===== src/rtl/mmu_fchk_pkg.sv =====
// Package: shared types for the access fault checker.
// Assumes: class codes are fixed and visible to the consumers of flt_class.
package mmu_fchk_pkg;

    typedef enum logic [2:0] {
        FC_NONE      = 3'd0,
        FC_ALIGN     = 3'd1,
        FC_XLAT_SEC  = 3'd2,
        FC_XLAT_PAGE = 3'd3,
        FC_DOM_SEC   = 3'd4,
        FC_DOM_PAGE  = 3'd5,
        FC_PERM_SEC  = 3'd6,
        FC_PERM_PAGE = 3'd7
    } fault_class_e;

    typedef enum logic [1:0] {
        L1K_INVALID = 2'b00,
        L1K_TABLE   = 2'b01,
        L1K_SECTION = 2'b10,
        L1K_RSVD    = 2'b11
    } l1_kind_e;

    typedef enum logic [1:0] {
        DOM_NOACC   = 2'b00,
        DOM_CLIENT  = 2'b01,
        DOM_RSVD    = 2'b10,
        DOM_MANAGER = 2'b11
    } dom_field_e;

    typedef enum logic [1:0] {
        AP_DENY     = 2'b00,
        AP_PRIV     = 2'b01,
        AP_USER_RO  = 2'b10,
        AP_FULL     = 2'b11
    } ap_code_e;

endpackage


===== src/rtl/mfc_align_chk.sv =====
// Module: alignment check for one access.
// Assumes: req_size is log2 of the byte count; the largest size sets how
// many low address bits can be examined.
module mfc_align_chk #(
    parameter int ADDR_W = 32,
    parameter int SIZE_W = 2
) (
    input  logic [ADDR_W-1:0] addr,
    input  logic [SIZE_W-1:0] size,
    output logic              misaligned
);
    localparam int MAX_LG = (1 << SIZE_W) - 1;

    logic [MAX_LG-1:0] bad_bit;

    // One term per low address bit: set when the bit must be zero for this size.
    for (genvar i = 0; i < MAX_LG; i++) begin : g_bit
        assign bad_bit[i] = addr[i] && (size > SIZE_W'(i));
    end

    // Any offending bit marks the access misaligned.
    assign misaligned = |bad_bit;

endmodule


===== src/rtl/mfc_desc_decode.sv =====
// Module: decodes the first- and second-level descriptors.
// Assumes: l2 is meaningful only when the first level is a table pointer;
// domain and permission fields sit at fixed positions given by parameters.
module mfc_desc_decode
    import mmu_fchk_pkg::*;
#(
    parameter int DESC_W    = 32,
    parameter int DOM_W     = 4,
    parameter int DOM_LSB   = 5,
    parameter int L1_AP_LSB = 10,
    parameter int L2_AP_LSB = 4
) (
    input  logic [DESC_W-1:0] l1,
    input  logic [DESC_W-1:0] l2,
    output logic              l1_bad,
    output logic              is_page,
    output logic              l2_bad,
    output logic [DOM_W-1:0]  dom_idx,
    output logic [1:0]        ap
);
    l1_kind_e kind;

    // Extract the first-level type field.
    assign kind = l1_kind_e'(l1[1:0]);

    // Classify the first-level descriptor.
    always_comb begin
        l1_bad  = 1'b0;
        is_page = 1'b0;
        unique case (kind)
            L1K_INVALID: l1_bad  = 1'b1;
            L1K_RSVD:    l1_bad  = 1'b1;
            L1K_TABLE:   is_page = 1'b1;
            default:     ;
        endcase
    end

    // Second level is invalid only on its zero type.
    assign l2_bad  = (l2[1:0] == 2'b00);

    // Domain number always comes from the first level.
    assign dom_idx = l1[DOM_LSB +: DOM_W];

    // Permission pair comes from the level that made the final mapping.
    assign ap = is_page ? l2[L2_AP_LSB +: 2] : l1[L1_AP_LSB +: 2];

endmodule


===== src/rtl/mfc_dom_perm.sv =====
// Module: domain field lookup and access-permission check.
// Assumes: dacr holds two bits per domain, domain 0 in the lowest pair;
// fetches arrive already folded into reads.
module mfc_dom_perm
    import mmu_fchk_pkg::*;
#(
    parameter int DOM_W = 4
) (
    input  logic [2*(1<<DOM_W)-1:0] dacr,
    input  logic [DOM_W-1:0]        dom_idx,
    input  logic [1:0]              ap,
    input  logic                    is_write,
    input  logic                    is_priv,
    output logic                    dom_fault,
    output logic                    dom_mgr,
    output logic                    perm_fault
);
    localparam int NUM_DOM = 1 << DOM_W;

    logic [1:0] fld [NUM_DOM];
    dom_field_e sel;
    logic       perm_ok;

    // Split the control word into one field per domain.
    for (genvar d = 0; d < NUM_DOM; d++) begin : g_dom
        assign fld[d] = dacr[2*d +: 2];
    end

    // Select the field of the addressed domain.
    assign sel = dom_field_e'(fld[dom_idx]);

    // Decode domain behaviour from the selected field.
    always_comb begin
        dom_fault = 1'b0;
        dom_mgr   = 1'b0;
        unique case (sel)
            DOM_NOACC:   dom_fault = 1'b1;
            DOM_RSVD:    dom_fault = 1'b1;
            DOM_MANAGER: dom_mgr   = 1'b1;
            default:     ;
        endcase
    end

    // Evaluate the permission pair for this requester and direction.
    always_comb begin
        unique case (ap_code_e'(ap))
            AP_DENY:    perm_ok = 1'b0;
            AP_PRIV:    perm_ok = is_priv;
            AP_USER_RO: perm_ok = is_priv || !is_write;
            default:    perm_ok = 1'b1;
        endcase
    end

    // Permission is only consulted for client domains.
    assign perm_fault = (sel == DOM_CLIENT) && !perm_ok;

endmodule


===== src/rtl/mfc_fault_prio.sv =====
// Module: picks the single fault to report from the individual checks.
// Assumes: each input check is valid on its own; ordering is done here only.
module mfc_fault_prio
    import mmu_fchk_pkg::*;
(
    input  logic         misaligned,
    input  logic         l1_bad,
    input  logic         is_page,
    input  logic         l2_bad,
    input  logic         dom_fault,
    input  logic         perm_fault,
    output fault_class_e cls
);
    // Walk the checks from highest to lowest priority.
    always_comb begin
        if (misaligned)
            cls = FC_ALIGN;
        else if (l1_bad)
            cls = FC_XLAT_SEC;
        else if (is_page && l2_bad)
            cls = FC_XLAT_PAGE;
        else if (dom_fault)
            cls = is_page ? FC_DOM_PAGE : FC_DOM_SEC;
        else if (perm_fault)
            cls = is_page ? FC_PERM_PAGE : FC_PERM_SEC;
        else
            cls = FC_NONE;
    end

endmodule


===== src/rtl/mmu_fault_check.sv =====
// Module: top of the access fault checker. One request per cycle, answer
// registered one cycle later; grant gates the external access and TLB fill.
// Assumes: descriptor and control inputs are stable while req_valid is high.
module mmu_fault_check
    import mmu_fchk_pkg::*;
#(
    parameter int ADDR_W    = 32,
    parameter int DESC_W    = 32,
    parameter int SIZE_W    = 2,
    parameter int DOM_W     = 4,
    parameter int DOM_LSB   = 5,
    parameter int L1_AP_LSB = 10,
    parameter int L2_AP_LSB = 4
) (
    input  logic                       clk,
    input  logic                       rst_n,
    input  logic                       req_valid,
    input  logic [ADDR_W-1:0]          req_addr,
    input  logic [SIZE_W-1:0]          req_size,
    input  logic                       req_write,
    input  logic                       req_fetch,
    input  logic                       req_priv,
    input  logic [DESC_W-1:0]          l1_desc,
    input  logic [DESC_W-1:0]          l2_desc,
    input  logic [2*(1<<DOM_W)-1:0]    dacr,
    output logic                       rsp_valid,
    output logic                       flt_valid,
    output logic [2:0]                 flt_class,
    output logic                       flt_page,
    output logic                       grant
);
    logic             misaligned;
    logic             l1_bad;
    logic             is_page;
    logic             l2_bad;
    logic [DOM_W-1:0] dom_idx;
    logic [1:0]       ap;
    logic             dom_fault;
    logic             dom_mgr;
    logic             perm_fault;
    logic             eff_write;
    fault_class_e     cls;

    // Fetches are judged as reads.
    assign eff_write = req_write && !req_fetch;

    mfc_align_chk #(
        .ADDR_W (ADDR_W),
        .SIZE_W (SIZE_W)
    ) u_align (
        .addr       (req_addr),
        .size       (req_size),
        .misaligned (misaligned)
    );

    mfc_desc_decode #(
        .DESC_W    (DESC_W),
        .DOM_W     (DOM_W),
        .DOM_LSB   (DOM_LSB),
        .L1_AP_LSB (L1_AP_LSB),
        .L2_AP_LSB (L2_AP_LSB)
    ) u_decode (
        .l1      (l1_desc),
        .l2      (l2_desc),
        .l1_bad  (l1_bad),
        .is_page (is_page),
        .l2_bad  (l2_bad),
        .dom_idx (dom_idx),
        .ap      (ap)
    );

    mfc_dom_perm #(
        .DOM_W (DOM_W)
    ) u_domperm (
        .dacr       (dacr),
        .dom_idx    (dom_idx),
        .ap         (ap),
        .is_write   (eff_write),
        .is_priv    (req_priv),
        .dom_fault  (dom_fault),
        .dom_mgr    (dom_mgr),
        .perm_fault (perm_fault)
    );

    mfc_fault_prio u_prio (
        .misaligned (misaligned),
        .l1_bad     (l1_bad),
        .is_page    (is_page),
        .l2_bad     (l2_bad),
        .dom_fault  (dom_fault),
        .perm_fault (perm_fault),
        .cls        (cls)
    );

    // Register the verdict; idle cycles and reset give an all-zero answer.
    always_ff @(posedge clk) begin
        if (!rst_n) begin
            rsp_valid <= 1'b0;
            flt_valid <= 1'b0;
            flt_class <= 3'd0;
            flt_page  <= 1'b0;
            grant     <= 1'b0;
        end else begin
            rsp_valid <= req_valid;
            if (req_valid) begin
                flt_valid <= (cls != FC_NONE);
                flt_class <= cls;
                flt_page  <= is_page;
                grant     <= (cls == FC_NONE);
            end else begin
                flt_valid <= 1'b0;
                flt_class <= 3'd0;
                flt_page  <= 1'b0;
                grant     <= 1'b0;
            end
        end
    end

    // no request, quiet answer.
    p_idle_quiet_r2: assert property (@(posedge clk) disable iff (!rst_n)
        !req_valid |=> (!flt_valid && !grant && !flt_page && flt_class == 3'd0));

    // every request gets a response one cycle later.
    p_rsp_follow_r2: assert property (@(posedge clk) disable iff (!rst_n)
        req_valid |=> rsp_valid);

    // misalignment wins over every other check.
    p_align_first_r3: assert property (@(posedge clk) disable iff (!rst_n)
        (req_valid && misaligned) |=> (flt_class == FC_ALIGN));

    // bad first level on an aligned access is a section translation fault.
    p_l1_bad_r4: assert property (@(posedge clk) disable iff (!rst_n)
        (req_valid && !misaligned && l1_bad) |=> (flt_class == FC_XLAT_SEC));

    // a manager domain never yields a permission or domain fault.
    p_manager_pass_r7: assert property (@(posedge clk) disable iff (!rst_n)
        (req_valid && !misaligned && !l1_bad && !(is_page && l2_bad) && dom_mgr)
        |=> (flt_class == FC_NONE));

    // grant only on a clean response.
    p_grant_clean_r10: assert property (@(posedge clk) disable iff (!rst_n)
        grant |-> (rsp_valid && flt_class == FC_NONE));

    // page-variant classes always carry the page flag.
    p_page_kind_r11: assert property (@(posedge clk) disable iff (!rst_n)
        (flt_class == FC_XLAT_PAGE || flt_class == FC_DOM_PAGE ||
         flt_class == FC_PERM_PAGE) |-> flt_page);

    // fault flag agrees with the class code.
    p_valid_class_r12: assert property (@(posedge clk) disable iff (!rst_n)
        flt_valid == (flt_class != 3'd0));

endmodule


===== config.mk =====
export PLATFORM = sky130hd
export DESIGN_NAME = mmu_fault_check
export DESIGN_NICKNAME = d
export VERILOG_FILES = /design/src/rtl/mmu_fchk_pkg.sv /design/src/rtl/mfc_align_chk.sv /design/src/rtl/mfc_desc_decode.sv /design/src/rtl/mfc_dom_perm.sv /design/src/rtl/mfc_fault_prio.sv /design/src/rtl/mmu_fault_check.sv
export SDC_FILE = /design/constraint.sdc
export NUM_CORES = 1
export LEC_CHECK = 0
export BUFFER_PORTS_ARGS = -buffer_cell sky130_fd_sc_hd__buf_2
export CORE_AREA = 2 2 55 57
export DETAILED_ROUTE_END_ITERATION = 6
export DIE_AREA = 0 0 57 59
export PLACE_DENSITY = 0.79
export SYNTH_ARGS = -nofsm -noshare
export SYNTH_HDL_FRONTEND = slang
export SYNTH_SLANG_ARGS = --single-unit

===== constraint.sdc =====
create_clock -name clk -period 2.01 [get_ports clk]
set_input_delay 0 -clock clk [delete_from_list [all_inputs] [get_ports clk]]
set_output_delay 0 -clock clk [all_outputs]
set_load 0.02 [all_outputs]

==> metrics.md <==
| Metric | Value |
|---|---|
| Inserted Clock Buffers | `3` |
| # DRC | `0` |
| DRT Wirelength | `1910 µm` |
| Seq/Total Area, Yosys | `23.7%` |
| H-tree depth | `1` |
| Worst hold path class | `primary input to flop` |
| RSZ-0062 raised after global routing | `false` |
| Gr ovfl total | `0` |
| Total core area | `2710 µm²` |
| Setup WS pre-CTS | `0.213 ns` |
| Setup_tns | `0 ns` |
| Post-Synth XOR/XNOR Area | `0%` |
| Total Routing Usage GR | `11.2%` |
| DRT Pass-1 Iters | `4` |
| Synthesis-to-layout area growth | `62.4%` |
| Worst-path clk slew | `0.05 ns` |
| Clock Path Buffers | `2` |
| Fin crit period | `1.53 ns` |
| Via density | `4.80` |
| Core Rows | `19` |
| Largest net degree at the start of global routing | `9` |
| Clock tree from TritonCTS | `yes` |
| Post-Synthesis Cells | `51` |
| Initial antenna violation count | `0` |
| Critical path startpoint category | `primary input` |
| Final Slew Violations | `0` |
| Syn_nets | `188` |
| 1st-iter DRT viols | `15` |
| Post-synthesis register bit count | `7` |
| Status | `finished, final reports clean` |
| Die Wd | `57 µm` |
| Syn avg cell area | `11.6 µm²` |
| Critical-path maximum fanout | `8` |
| Pwr Density | `449 nW/µm²` |
| Layout cells sized above 1 | `61.2%` |
| Max Clock Freq | `654 MHz` |
| Multi-input logic area | `422 µm²` |
| Crit Path Category | `primary input to flop` |
| Final Cycle Share | `76.1%` |
| Setup Fix Bufs, Post-CTS | `0` |
| Starting Density | `21.8%` |
| Seq. cell area | `140 µm²` |
| Num ports | `143` |
| Top cells by area, synth | `dfxtp_1 (24%), mux4_1 (22%), mux4_2 (15%)` |
| RePlAce Congestion | `0.798` |
| Worst Path Arrival | `1.69 ns` |
| Port bufs | `61` |
| Synthesized cell area | `592 µm²` |
| Leakage | `0.501 nW` |
| ANT nets after route | `0` |
| Clock root buffer | `clkbuf_4` |
| Slew @ Worst Pin | `0.479 ns` |
| Endpoints failing setup | `0` |
| Most common cell after layout, fill and taps aside | `buf_2` |
| Post-Synth Adder-Cell Area | `2.11%` |
| Die area | `3360 µm²` |
| Worst slew margin | `67.7%` |
| Commonest cells after routing, fill and taps aside | `buf_2 (61), dfxtp_1 (7), mux4_1 (5)` |
| Setup WS post-layout | `0.480 ns` |
| Global-route wire length before repair | `2840 µm` |
| Endpoints failing hold | `0` |
| Worst vdd ir | `0.000265 V` |
| CTS sink cnt | `7` |
| Max Cap Viol | `0` |
| Crit path capture type | `flop` |
| Post-Synth Simple-Gate Area | `14.4%` |
| Die H | `59 µm` |
| Synth Warn # | `0` |
| Average wire per standard cell | `13.0 µm` |
| Synth Area in Compound Gates | `13.7%` |
| ANT cells | `0` |
| FILL cells | `291` |
| Final #Nets | `254` |
| Distinct cell type count after synthesis | `27` |
| WP data required | `2.17 ns` |
| Yosys top cell by area | `dfxtp_1` |
| Vias in the first global route | `680` |
| Post-synth top area share | `23.7%` |
| Largest family of logic cells by synthesized area | `multiplexers` |
| Mux cell area share after synthesis | `41.0%` |
| Via Count | `705` |
## final timing paths
check,to,slack [ns],startpoint,depth (start not counted)
hold / removal,flt_page,0.007,rst_n,2
setup / recovery,flt_class[0],0.48,l1_desc[5],6
## timing repair
item / 4_1_cts / 5_1_grt
hold buffers: 1 / 0
gates resized for setup: 0 / 0
hold endpoints to repair: 1 / 0
## power by group
part / switching (mW) / leakage (nW) / internal (mW)
sequential: 0.00116 / 0.0573 / 0.145
clock: 0.0518 / 0.0150 / 0.0757
combinational: 0.0671 / 0.429 / 0.0907
## synth_stat cells
library cell,instances
nor2b_1,1
clkinv_1,1
dfxtp_1,7
nand3b_1,1
mux2i_1,1
a221oi_2,1
inv_1,4
and3_1,2
nor2_1,4
mux2_2,1
a21oi_1,2
mux4_2,4
o21ai_0,2
nand4_1,1
or2_1,1
buf_6,1
o21ai_1,1
nand2b_1,1
mux4_1,5
a221o_1,1
o32ai_1,1
a31oi_1,1
nand2_1,3
nand3_1,1
or3b_1,1
ha_1,1
a41oi_2,1
## stage by stage
| step | hold WS (ns) | cells | instance area [µm²] | power (mW) | utilization (%) |
|---|---|---|---|---|---|
| after floorplan | 0.153 | 51 | 592 | 0.236 | - |
| after CTS | 0.00138 | 147 | 961 | 0.435 | 35.5 |
| final | 0.00734 | 147 | 961 | 0.432 | 35.5 |
| after global routing | 0.0161 | 147 | 961 | 0.453 | 35.5 |
| after global placement | 0.255 | 142 | 925 | 0.302 | 34.1 |
| after detailed placement | 0.256 | 142 | 925 | 0.307 | 34.1 |
## final cells by class
class                   instances  area share [%]
inverters                       5            1.95
flip-flops and latches          7            14.6
repair buffers                 62            32.8
clock buffers                   4            2.73
well taps                      31            4.04
multi-input cells              38            43.9
## metal layers
layer  vias to the layer above  routed length [µm]  track usage [%]
li1                        337                   -                -
met1                       317                 666             11.4
met2                        49                1040             22.8
met3                         2                 188             1.53
met4                         0                  17             3.99
met5                         -                   0                0
## logic make-up (layout without fill, tap and decap cells)
logic type      after synthesis  in the layout
simple gates                 16             16
mux                          11             11
compound gates               10             10
flops                         7              7
buf+inv                       6             71
fa+ha+maj                     1              1
## state kept, by name (all words and copies together) (netlist names)
name and flops:
flt_page 1, rsp_valid 1, flt_class 3, grant 1, flt_valid 1
## worst max-delay path, cell delays in order
cell and delay [ns]:
buf_2 0.21, mux4_1 0.59, mux4_2 0.49, clkinv_1 0.07, a41oi_2 0.05, a221oi_2 0.28
Note: power is estimated with default switching activity, not from simulation.
